[config.mk]
export PLATFORM = sky130hd
export DESIGN_NAME = usb_out_epbuf
export DESIGN_NICKNAME = d
export VERILOG_FILES = /design/src/rtl/usb_out_epbuf.sv
export SDC_FILE = /design/constraint.sdc
export NUM_CORES = 1
export LEC_CHECK = 0
export BUFFER_PORTS_ARGS = -buffer_cell sky130_fd_sc_hd__buf_2
export CORE_UTILIZATION = 30
export CTS_CLUSTER_SIZE = 12
export DETAILED_ROUTE_END_ITERATION = 10
export GPL_TIMING_DRIVEN = 0
export PLACE_DENSITY = 0.42
export SKIP_LAST_GASP = 1
export SYNTH_ARGS = -nofsm -noshare
export SYNTH_HDL_FRONTEND = slang
export SYNTH_SLANG_ARGS = --single-unit
[constraint.sdc]
create_clock -name clk -period 4.7 [get_ports clk]
set_input_delay 0.47 -clock clk [delete_from_list [all_inputs] [get_ports clk]]
set_output_delay 0.47 -clock clk [all_outputs]
set_load 0.02 [all_outputs]
[src/rtl/usb_out_epbuf.sv]
module usb_out_epbuf #(
  parameter int MAX_PKT = 64
) (
  input  logic       clk,
  input  logic       rst_n,
  input  logic       rx_valid,
  input  logic [7:0] rx_data,
  input  logic       rx_good,
  input  logic       rx_abort,
  output logic       rx_busy,
  input  logic [1:0] bus_addr,
  input  logic       bus_wr,
  input  logic       bus_rd,
  input  logic [7:0] bus_wdata,
  output logic [7:0] bus_rdata,
  output logic       irq
);
  localparam int AW = (MAX_PKT > 1) ? $clog2(MAX_PKT) : 1;
  localparam int CW = $clog2(MAX_PKT + 1);
  localparam logic [CW-1:0] CMAX = CW'(MAX_PKT);

  logic [7:0]    mem [2][MAX_PKT];
  logic [CW-1:0] cnt [2];
  logic [1:0]    nheld;
  logic          head;
  logic [CW-1:0] rptr, wptr;
  logic          in_pkt, take;
  logic          aclr, dbl, iso, ovr;

  logic          rdy, wbuf, space, take_now, commit, ovr_set;
  logic          csr_wr, pop, rel, wr_byte;
  logic [CW-1:0] cnt_head;
  logic [7:0]    fifo_byte;

  assign rdy      = nheld != 2'd0;
  assign wbuf     = head ^ (nheld == 2'd1);
  assign space    = nheld < (dbl ? 2'd2 : 2'd1);
  assign rx_busy  = !space;
  assign take_now = in_pkt ? take : space;
  assign commit   = rx_good && take_now && nheld != 2'd2;
  assign ovr_set  = rx_good && !commit && iso;
  assign wr_byte  = rx_valid && take_now && wptr < CMAX;

  assign cnt_head  = rdy ? cnt[head] : '0;
  assign fifo_byte = (rptr < cnt_head) ? mem[head][rptr[AW-1:0]] : 8'h00;
  assign csr_wr    = bus_wr && bus_addr == 2'd0;
  assign pop       = bus_rd && bus_addr == 2'd2 && rptr < cnt_head;
  assign rel       = rdy && ((csr_wr && !bus_wdata[0]) ||
                             (pop && aclr && rptr + 1'b1 == cnt_head));

  always_comb begin
    case (bus_addr)
      2'd0:    bus_rdata = {3'b000, iso, dbl, aclr, ovr, rdy};
      2'd1:    bus_rdata = 8'(cnt_head);
      2'd2:    bus_rdata = fifo_byte;
      default: bus_rdata = 8'h00;
    endcase
  end

  always_ff @(posedge clk) begin
    if (wr_byte) mem[wbuf][wptr[AW-1:0]] <= rx_data;
  end

  always_ff @(posedge clk) begin
    if (!rst_n) begin
      cnt[0] <= '0;
      cnt[1] <= '0;
      nheld  <= 2'd0;
      head   <= 1'b0;
      rptr   <= '0;
      wptr   <= '0;
      in_pkt <= 1'b0;
      take   <= 1'b0;
      aclr   <= 1'b0;
      dbl    <= 1'b0;
      iso    <= 1'b0;
      ovr    <= 1'b0;
      irq    <= 1'b0;
    end else begin
      irq <= commit || ovr_set;
      if (rx_good || rx_abort) begin
        in_pkt <= 1'b0;
        wptr   <= '0;
      end else if (rx_valid) begin
        in_pkt <= 1'b1;
        take   <= take_now;
        if (wr_byte) wptr <= wptr + 1'b1;
      end
      if (commit) cnt[wbuf] <= wptr;
      nheld <= nheld + {1'b0, commit} - {1'b0, rel};
      if (rel) begin
        head <= ~head;
        rptr <= '0;
      end else if (pop) begin
        rptr <= rptr + 1'b1;
      end
      if (csr_wr) begin
        aclr <= bus_wdata[2];
        dbl  <= bus_wdata[3];
        iso  <= bus_wdata[4];
      end
      if (ovr_set) ovr <= 1'b1;
      else if (csr_wr && bus_wdata[1]) ovr <= 1'b0;
    end
  end
endmodule

## Word-level counts from Yosys, hierarchy flattened

Memories as Yosys holds them, arrays and structs flattened. A register that Yosys moved wholly into a read port is not among the register bits.
Index checks and enable logic that the tools add are counted.

| storage, ports and cells | value |
|---|---|
| register bits | 24 |
| bits in writable memories | 1,038 |
| input port bits | 25 |
| output and inout port bits | 10 |
| logic and storage cells | 88 |
| memories kept | 2 |

| operators by class | value |
|---|---|
| add/subtract/negate cells | 4 |
| magnitude comparators | 6 |
| equality and inequality tests | 5 |
| multiplexer cells | 25 |
| bitwise logic cells | 6 |
| reduce and logical (&&, ||, !) cells | 29 |

Memory list:

| memory | words | bits a word | rd ports | clocked after Yosys merged registers in | wr ports | line | source |
|---|---|---|---|---|---|---|---|
| mem | 2 | 512 | 1 | 1 | 1 | 22 | `logic [7:0] mem [2][MAX_PKT];` |
| cnt | 2 | 7 | 1 | 1 | 2 | 23 | `logic [CW-1:0] cnt [2];` |

Operators with widths:

| cell | count |
|---|---|
| two-way mux 512 bit | 1 |
| binary-select mux 8 bit (select 6 bit) | 1 |
| demux 8 bit (select 6 bit) | 1 |
| two-way mux 8 bit | 4 |
| one-hot mux 8 bit (3 select lines) | 1 |
| logical AND 1 bit | 15 |
| adder 7 x 1 -> 7 bit, second input constant | 2 |
| >= comparator 7 bit, second input constant | 2 |
| two-way mux 1 bit | 14 |
| two-way mux 7 bit | 2 |
| inverter 6 -> 7 bit | 2 |
| equality test 7 bit | 1 |
| less-than comparator 7 x 1 -> 1 bit, second input constant | 1 |
| less-than comparator 7 bit | 1 |
| less-than comparator 7 bit, second input constant | 1 |
| OR reduction 7 bit | 1 |
| equality test 2 x 1 -> 1 bit, second input constant | 2 |
| AND reduction 2 bit | 2 |
| nonzero test 2 bit | 2 |
| OR reduction 2 bit | 2 |
| zero test 1 bit | 3 |
| logical OR 1 bit | 3 |
| inverter 1 bit | 3 |
| adder 2 x 1 -> 2 bit | 1 |
| 7 further kinds | 7 |

## Depth between registers and ports, before layout

Gate-level depths: netlist of the first run.

| logic depth | value |
|---|---|
| depth in word-level cells | 10 |
| mapped depth | 22 |
| gate-level depth less buffers | 16 |

## Least setup slack after synthesis of the first run

Ideal clock, no wire load.

| path | value |
|---|---|
| kind | reg2reg |
| start point | reg with a tool-made name |
| end point | reg nheld[1] |
| library setup time | 115 ps |
| arrival time | 3,603 ps |
| required time | 4,585 ps |
| path slack | 982 ps |
| cell stages (with the launch flop) | 20 |
| buffers on the path | 7 |
| period minus slack after synthesis | 3,718 ps |
| path through | dfxtp_1 > buf_6 > buf_12 > buf_12 > buf_8 > buf_6 > buf_8 > buf_6 > mux2i_1 > nor2_1 > ha_1 > or3b_2 > nor4_1 > nand2b_1 > ha_1 > inv_1 > ha_1 > xnor2_1 > xnor2_1 > and2_1 |

RTL lines:

| element | line | source |
|---|---|---|
| end signal, assigned | 90 | `nheld <= nheld + {1'b0, commit} - {1'b0, rel};` |
| end, declared | 24 | `logic [1:0] nheld;` |

## Final worst setup path of the first run

| path | value |
|---|---|
| start point | reg dbl |
| end point | mem mem[1][33] (netlist bit) (enable) |

| between the ends | value |
|---|---|
| cells in the longest elaborated chain, start to end | 7 |

Ends and longest elaborated chain:

| element | line | source |
|---|---|---|
| start, declared | 28 | `logic aclr, dbl, iso, ovr;` |
| start signal, assigned | 99 | `dbl <= bus_wdata[3];` |
| two-way mux 2 bit | 37 | `assign space = nheld < (dbl ? 2'd2 : 2'd1);` |
| less-than comparator 2 bit | 37 |  |
| two-way mux 1 bit | 39 | `assign take_now = in_pkt ? take : space;` |
| logical AND 1 bit (2 in series) | 42 | `assign wr_byte = rx_valid && take_now && wptr < CMAX;` |
| two-way mux 1 bit | 61 | `if (wr_byte) mem[wbuf][wptr[AW-1:0]] <= rx_data;` |
| two-way mux 512 bit (not written as such) | 61 |  |
| end, declared | 22 |  |

Every way passes these cells.

==> results of run 1 <==
sequential cells by signal (all words and copies together) (netlist names), 2 cells and up, named ones only:
name	flops
nheld	2
rptr	7
mem	1024
wptr	7
cnt	14
timing repair:
| item | 4_1_cts | 5_1_grt |
|---|---|---|
| endpoints found under the setup margin | 194 | 362 |
| buffers inserted | 29 | 29 |
| pin swaps | 6 | 19 |
| hold buffers | 4 | 0 |
| hold endpoints to repair | 4 | 0 |
| gates cloned | 0 | 0 |
| gates resized for setup | 205 | 67 |
cells in the mapped netlist, types with 3 or more instances:
cell type,instances,share of area
sky130_fd_sc_hd__inv_1,11,0.00098
sky130_fd_sc_hd__dfxtp_1,25,0.012
sky130_fd_sc_hd__a31oi_1,7,0.0010
sky130_fd_sc_hd__a2111oi_0,4,0.00083
sky130_fd_sc_hd__nor2b_1,15,0.0022
sky130_fd_sc_hd__a32oi_1,3,0.00062
sky130_fd_sc_hd__buf_8,9,0.0032
sky130_fd_sc_hd__buf_1,10,0.00089
sky130_fd_sc_hd__or3_1,3,0.00044
sky130_fd_sc_hd__and3_1,7,0.0010
sky130_fd_sc_hd__o22ai_1,10,0.0015
sky130_fd_sc_hd__a22oi_1,13,0.0023
sky130_fd_sc_hd__o21ai_1,8,0.00095
sky130_fd_sc_hd__o21ai_0,21,0.0025
sky130_fd_sc_hd__and2_1,25,0.0037
sky130_fd_sc_hd__clkbuf_1,40,0.0036
sky130_fd_sc_hd__o211ai_1,7,0.0012
sky130_fd_sc_hd__nand2_1,79,0.0070
sky130_fd_sc_hd__a221oi_1,22,0.0046
sky130_fd_sc_hd__mux4_2,245,0.13
sky130_fd_sc_hd__nand4_1,9,0.0013
sky130_fd_sc_hd__xnor2_1,12,0.0025
sky130_fd_sc_hd__buf_6,18,0.0048
sky130_fd_sc_hd__a21oi_1,35,0.0041
sky130_fd_sc_hd__a221oi_2,4,0.0014
sky130_fd_sc_hd__mux2_2,3,0.00080
sky130_fd_sc_hd__a211oi_1,8,0.0014
sky130_fd_sc_hd__xor2_1,9,0.0019
sky130_fd_sc_hd__nor2_1,194,0.017
sky130_fd_sc_hd__nand2b_1,12,0.0018
sky130_fd_sc_hd__a21boi_0,3,0.00053
sky130_fd_sc_hd__nand3_1,26,0.0031
sky130_fd_sc_hd__buf_2,25,0.0030
sky130_fd_sc_hd__nor3_1,6,0.00071
sky130_fd_sc_hd__edfxtp_1,1038,0.74
sky130_fd_sc_hd__o2111ai_1,3,0.00062
sky130_fd_sc_hd__a41oi_1,3,0.00062
sky130_fd_sc_hd__buf_4,10,0.0018
sky130_fd_sc_hd__mux2i_1,96,0.023
sky130_fd_sc_hd__ha_1,12,0.0036
cell usage in the layout (no fill, tap or decap), drive strengths merged, types with 3 or more instances in the layout:
cell	Yosys	routed
nand4	9	9
bufinv	0	8
a21oi	35	35
o211ai	7	7
mux2	4	4
nand2b	12	12
a21boi	3	3
xnor2	12	12
xor2	9	9
edfxtp	1038	1038
buf	74	167
a32oi	3	3
or2	3	3
dfxtp	25	25
clkbuf	40	175
a41oi	3	3
nand2	79	79
mux2i	96	96
nor2	195	195
dlygate4sd3	0	4
inv	12	15
a22oi	13	13
and3	7	7
ha	12	12
a211oi	8	8
and2	26	26
nand3	27	27
nor2b	15	15
mux4	245	245
o2111ai	3	3
a2111oi	5	5
or3	3	3
a31oi	7	7
nor3	6	6
a221oi	26	26
o22ai	10	10
o21ai	30	30
clkinv	1	64
cell type report:
| cell class | instances | share of cell area |
|---|---|---|
| Inverter | 13 | 0.00110 |
| Clock buffer | 139 | 0.0615 |
| Timing Repair Buffer | 100 | 0.0185 |
| Multi-Input combinational cell | 936 | 0.204 |
| Sequential cell | 1063 | 0.633 |
| Tap cell | 1876 | 0.0469 |
| Buffer | 108 | 0.0238 |
| Clock inverter | 76 | 0.0115 |
per-layer routing:
metal,share of wire,GRT usage,up-vias
li1,-,-,9163
met1,0.45,0.315,12619
met2,0.45,0.331,1031
met3,0.070,0.0397,211
met4,0.031,0.0650,0
met5,0,0,-
metrics by stage:
step / worst slack [ps] / TNS [ps] / std cells
after floorplan: 982 / 0 / 2126
after CTS: -210 / -8790 / 4286
after global placement: -1910 / -22310 / 4032
after detailed placement: -1950 / -26500 / 4040
final: -205 / -4140 / 4311
after global routing: -247 / -7820 / 4311
power breakdown:
part / total [W] / switching (W) / internal [W] / leakage [nW]
Combinational: 0.00232 / 0.00153 / 0.000790 / 3.79
Clock: 0.00888 / 0.00382 / 0.00506 / 1.81
Sequential: 0.0105 / 0.0000342 / 0.0105 / 9.56
logic make-up after synthesis:
group           synth area share
fa+ha+maj                0.00355
compound gates            0.0278
flops                      0.749
simple gates              0.0407
mux                        0.154
buf+inv                   0.0193
xor+xnor                 0.00542
path summary, 6_finish.rpt:
check / startpoint / end / depth (start not counted)
setup reg to reg: dbl / mem[1][33] / 9
hold reg to reg: take / take / 2
setup / recovery: dbl / mem[1][33] / 9
hold / removal: rx_good / irq / 3
worst min-delay path: stages:
cell,delay (ps)
sky130_fd_sc_hd__buf_2,130
sky130_fd_sc_hd__nand2_1,60
sky130_fd_sc_hd__a21boi_0,70
==> flow_metrics.env, run 1 <==
export IMPL_commonest_register_cell_after_synthesis="sky130_fd_sc_hd__edfxtp_1"
export IMPL_die_area_um2=142000
export IMPL_tritoncts_num_sinks=1063
export IMPL_critPathArrivalTime_ps=5260
export IMPL_detailed_placement_hpwl_um=98600
export IMPL_grt_antenna_before_repair=7
export IMPL_placed_area_um2=45000
export IMPL_slowest_delay_ps=930
export IMPL_data_required_time_of_the_worst_path_ps=5050
export IMPL_period_needed_ps=4900
export IMPL_failed_checks="capacitance limit, slew limit, setup timing"
export IMPL_finalSetupViolations=27
export IMPL_post_route_util=0.358
export IMPL_final_hold_slack_ps=76.6
export IMPL_setup_worst_path_end_class="flop"
export IMPL_critical_path_cell_chain="inv_1, ha_1, o21a_1, o31ai_1, nand3b_1, nor2_1, nand3_1, clkbuf_1, nor2_1"
export IMPL_worst_ir_drop_vdd_uv=374
export IMPL_drt_initial_drc_count=2627
export IMPL_synth_net_count=2163
export IMPL_tritoncts_buffer_count=117
export IMPL_stdcell_area_um2=50000
export IMPL_io_buffer_count=30
export IMPL_critical_path_slowest_cell="sky130_fd_sc_hd__nor2_1"
export IMPL_p_leak_nw=15.2
export IMPL_number_of_enable_type_register_cells_in_the_synthesized_netlist=1038
export IMPL_postSynthCellCount=2126
export IMPL_post_layout_total_power_w=0.0217
export IMPL_worst_hold_path_type="in2reg"
export IMPL_drc=0
export IMPL_sequential_standard_cell_area_um2=31700
export IMPL_run_status="complete, but fails checks"
export IMPL_finalWorstSetupSlack_ps=-205
export IMPL_cp_max_fo=10
export IMPL_critPathLaunchType="flop"
export IMPL_post_synth_num_cell_types=66
export IMPL_detailroute_via_count=23024
export IMPL_post_drt_wl_per_cell_um=35.7
export IMPL_multi_input_area_um2=10200
export IMPL_clock_fmax_mhz=204
export IMPL_fp_dieW_um=377
export IMPL_area_growth_syn_to_layout_pct=18.3
export IMPL_worst_setup_hold_path_clk_slew_ps=60
export IMPL_setup_reg_to_reg_worst_slack_ps=-200
export IMPL_post_synth_instance_area_um2=42300
export IMPL_hold_viol=0
export IMPL_cp_num_buf_inv=2
export IMPL_clock_skew_ps=31.0
export IMPL_relSlewSlack=-0.0667
export IMPL_cts_tree="built"
export IMPL_timing_setup_critical_path_class="reg2reg"
export IMPL_boundaryPins=35
export IMPL_initial_core_util=0.303
export IMPL_deepest_level_of_the_cts_h_tree=3
export IMPL_std_cell_rows=137
export IMPL_later_pin_clock_latency_in_the_skew_report_ps=730
export IMPL_ratio_of_cells_with_drive_above_1_in_the_final_layout=0.287
export IMPL_vias_per_cell=5.34
export IMPL_slew_violations=22
export IMPL_largest_buffer_count_on_any_clock_path=3
export IMPL_core_area_um2=140000
export IMPL_ys_warn_count=0
export IMPL_grtUsageTotal=0.217
export IMPL_asyncSetResetFlopFracSynth=0
export IMPL_clock_tree_root_cell="sky130_fd_sc_hd__clkbuf_16"
export IMPL_timing_critical_path_mode_cell="sky130_fd_sc_hd__nor2_1"
export IMPL_grt_overflow_total=0
export IMPL_unrepaired_setup_endpoints_after_global_routing="yes"
export IMPL_final_nets=2376
export IMPL_finalWirelength_um=154000
export IMPL_syn_mean_instance_area_um2=19.9
export IMPL_maxCapViolCount=2
export IMPL_antenna_diode_count=0
export IMPL_worst_path_dominant_cell_family="simple AND/OR/NAND/NOR gates"
export IMPL_floorplan_die_height_um=377
export IMPL_fin_crit_sh=1.04
export IMPL_worst_slew_pin_slew_ps=1600
export IMPL_vias_in_the_first_global_route=22705
export IMPL_globalplace_congestion=0.902
export IMPL_synth_ff_latch_count=1063
export IMPL_p_per_area_nw_per_um2=434
export IMPL_grt_pass1_wl_um=206000
export IMPL_ant_nets=0
export IMPL_filler_cell_count=12986
export IMPL_drt_pass1_iterations=5
export IMPL_grt_start_max_net_pins=81
export IMPL_synth_sequential_area_ratio=0.749
No activity file was read; power rests on OpenSTA's default activity.
==> run 2, diff against run 1 <==
Settings changed: ABC_AREA set to 1.
==> flow_metrics.env, run 2 <==
export IMPL_dpl_worst_slack_ps=407
export IMPL_tritoncts_buffer_count=114
export IMPL_timing_setup_critical_path_class="reg2out"
export IMPL_cts_tree="built"
export IMPL_post_drt_wl_per_cell_um=30.8
export IMPL_synth_sequential_area_ratio=0.717
export IMPL_std_cell_rows=140
export IMPL_power_frac_comb=0.128
export IMPL_maxCapViolCount=4
export IMPL_critPathLaunchType="flop"
export IMPL_number_of_enable_type_register_cells_in_the_synthesized_netlist=1038
export IMPL_grt_start_max_net_pins=105
export IMPL_filler_cell_count=14625
export IMPL_regToRegStartpoint="dbl"
export IMPL_final_nets=4123
export IMPL_yosysMostFrequentCell="sky130_fd_sc_hd__nand2_1"
export IMPL_finalSetupViolations=1
export IMPL_data_required_time_of_the_worst_path_ps=4230
export IMPL_io_buffer_count=31
export IMPL_unrepaired_setup_endpoints_after_global_routing="yes"
export IMPL_slew_violations=27
export IMPL_layout_cells_most_common="sky130_fd_sc_hd__nand2_1"
export IMPL_grt_antenna_before_repair=2
export IMPL_later_pin_clock_latency_in_the_skew_report_ps=740
export IMPL_setup_worst_path_end_class="output port"
export IMPL_globalplace_congestion=0.939
export IMPL_syn_mean_instance_area_um2=11.3
export IMPL_synth_top_cell_area_share=0.706
export IMPL_synth_ff_latch_count=1063
export IMPL_clock_network_fraction_of_design_power=0.395
export IMPL_deepest_level_of_the_cts_h_tree=3
export IMPL_p_per_area_nw_per_um2=433
export IMPL_min_to="ovr"
export IMPL_synthTopCellsByCount="sky130_fd_sc_hd__nand2_1 (1300), sky130_fd_sc_hd__edfxtp_1 (1038), sky130_fd_sc_hd__nand3_1 (943)"
export IMPL_fp_dieW_um=386
export IMPL_relSlewSlack=-0.0349
export IMPL_multi_input_area_um2=11100
export IMPL_p_int_w=0.0158
export IMPL_setup_reg_to_reg_worst_slack_ps=750
export IMPL_vias_per_cell=5.25
export IMPL_crit_start="rptr[1]"
export IMPL_sequential_standard_cell_area_um2=31700
export IMPL_clock_fmax_mhz=213
export IMPL_largest_buffer_count_on_any_clock_path=3
export IMPL_finalWorstSetupSlack_ps=-5.77
export IMPL_area_growth_syn_to_layout_pct=15.0
export IMPL_switchingPower_w=0.00619
export IMPL_hp_start="bus_wdata[1]"
export IMPL_final_cell_mix="sky130_fd_sc_hd__nand2_1 (1300), sky130_fd_sc_hd__edfxtp_1 (1038), sky130_fd_sc_hd__nand3_1 (943), sky130_fd_sc_hd__nor2_1 (171), sky130_fd_sc_hd__buf_2 (152)"
export IMPL_finalWirelength_um=188000
export IMPL_worst_ir_drop_vdd_uv=337
export IMPL_ratio_of_cells_with_drive_above_1_in_the_final_layout=0.0986
export IMPL_failed_checks="capacitance limit, slew limit, setup timing"
export IMPL_ys_top_cells_by_area="sky130_fd_sc_hd__edfxtp_1 (71%), sky130_fd_sc_hd__nand2_1 (11%), sky130_fd_sc_hd__nand3_1 (11%), sky130_fd_sc_hd__nor2_1 (1.5%), sky130_fd_sc_hd__buf_2 (1.5%)"
export IMPL_initial_core_util=0.303
export IMPL_post_layout_total_power_w=0.0220
export IMPL_postCtsSetupBuffers=0
export IMPL_commonest_register_cell_after_synthesis="sky130_fd_sc_hd__edfxtp_1"
export IMPL_core_area_um2=146000
export IMPL_period_needed_ps=4710
export IMPL_grtUsageTotal=0.251
export IMPL_postSynthCellCount=3914
export IMPL_capture_instance_of_the_worst_register_to_register_path="mem[1][204]"
export IMPL_floorplan_die_height_um=386
export IMPL_boundaryPins=35
export IMPL_ant_nets=0
export IMPL_seq_power_share=0.477
export IMPL_filler_free_cell_count_of_the_finished_design=6097
export IMPL_clock_tree_root_cell="sky130_fd_sc_hd__clkbuf_16"
export IMPL_drc=0
export IMPL_grt_pass1_wl_um=254000
export IMPL_vias_in_the_first_global_route=29667
export IMPL_p_leak_nw=17.9
export IMPL_detailed_placement_hpwl_um=127000
export IMPL_drt_pass1_iterations=8
export IMPL_die_area_um2=149000
export IMPL_asyncSetResetFlopFracSynth=0
export IMPL_drt_initial_drc_count=3853
export IMPL_worst_hold_path_type="in2reg"
export IMPL_worst_slew_pin_slew_ps=1550
export IMPL_synth_top_cell_by_area="sky130_fd_sc_hd__edfxtp_1"
export IMPL_synth_net_count=3951
export IMPL_cp_max_fo=10
export IMPL_worst_setup_hold_path_clk_slew_ps=60
export IMPL_total_negative_setup_slack_ps=-5.77
export IMPL_post_place_cells=5882
export IMPL_post_synth_instance_area_um2=44200
export IMPL_hold_path_depth=4
export IMPL_ys_warn_count=0
export IMPL_largest_reg_flops=1024
export IMPL_hold_viol=0
export IMPL_grt_overflow_total=0
export IMPL_fin_crit_sh=1.00
export IMPL_tritoncts_num_sinks=1063
export IMPL_run_status="complete, but fails checks"
export IMPL_clock_skew_ps=27.9
export IMPL_post_synth_num_cell_types=33
export IMPL_worst_r2r_path_depth=9
export IMPL_detailroute_via_count=31984
export IMPL_power_switching_share=0.282
export IMPL_critPathArrivalTime_ps=4240
## run 2: power by group through the flow
stage / logic, W / registers [W] / clock network (W)
after floorplan: 0.00125 / 0.0107 / 0
after global placement: 0.00269 / 0.0107 / 0
after detailed placement: 0.00274 / 0.0107 / 0
after CTS: 0.00275 / 0.0105 / 0.00877
after global routing: 0.00290 / 0.0105 / 0.00910
final: 0.00281 / 0.0105 / 0.00868
## run 2: layer usage
metal | global-route usage | part of all wire | up-vias
met2 | 0.403 | 0.46 | 1424
met5 | 0 | 0 | -
met3 | 0.0387 | 0.072 | 293
met4 | 0.0894 | 0.040 | 0
met1 | 0.343 | 0.42 | 16211
li1 | - | - | 14056
## run 2: worst max-delay path, cell delays in order (launching register included)
cell	delay [ps]
sky130_fd_sc_hd__dfxtp_1	690
sky130_fd_sc_hd__inv_1	170
sky130_fd_sc_hd__buf_2	270
sky130_fd_sc_hd__clkdlybuf4s15_2	570
sky130_fd_sc_hd__nand3_1	290
sky130_fd_sc_hd__nand3_1	150
sky130_fd_sc_hd__nand3_1	220
sky130_fd_sc_hd__nand3_1	300
sky130_fd_sc_hd__nand2_1	140
sky130_fd_sc_hd__nand2_1	60
sky130_fd_sc_hd__nand3_1	110
sky130_fd_sc_hd__nand2_1	230
sky130_fd_sc_hd__buf_2	250
## run 2: cell families (layout without fill, tap and decap cells)
group,Yosys count,after routing,synth area share
DFF,1063,1063,0.717
buffers and inverters,325,588,0.0344
adders and majority gates,12,12,0.00340
other,0,3,0
AOI/OAI and AO/OA,50,50,0.00603
xor gates and xnor gates,3,3,0.000595
and+or+nand+nor,2461,2461,0.239
## run 2: area by class of cell
class / instances / area share
Clock buffer: 143 / 0.0587
Multi-Input combinational cell: 2526 / 0.218
Timing Repair Buffer: 58 / 0.0124
Inverter: 89 / 0.00658
Antenna cell: 3 / 0.000148
Clock inverter: 64 / 0.00912
Buffer: 234 / 0.0245
Sequential cell: 1063 / 0.624
Tap cell: 1917 / 0.0472
## run 2: metrics by stage
stage,util,area [um2],hold slack (ps)
4_1_cts,0.348,50700,11.5
6_report,0.348,50800,62.0
3_3_place_gp,0.320,46700,496
5_1_grt,0.348,50800,77.7
2_1_floorplan,-,44200,439
3_5_place_dp,0.323,47200,492
## run 2: what timing repair did
item,CTS,global route
hold buffers,6,0
resized for setup,19,29
gates cloned,0,0
endpoints found under the setup margin,8,8
hold endpoints to repair,5,0
## run 2: how the worst max path moves through the flow
| stage | endpoint | depth (start not counted) |
|---|---|---|
| after floorplan | bus_rdata[7] | 16 |
| after global placement | bus_rdata[7] | 17 |
| after detailed placement | bus_rdata[3] | 11 |
| after CTS | bus_rdata[3] | 13 |
| after global routing | bus_rdata[1] | 11 |
| final | bus_rdata[0] | 12 |
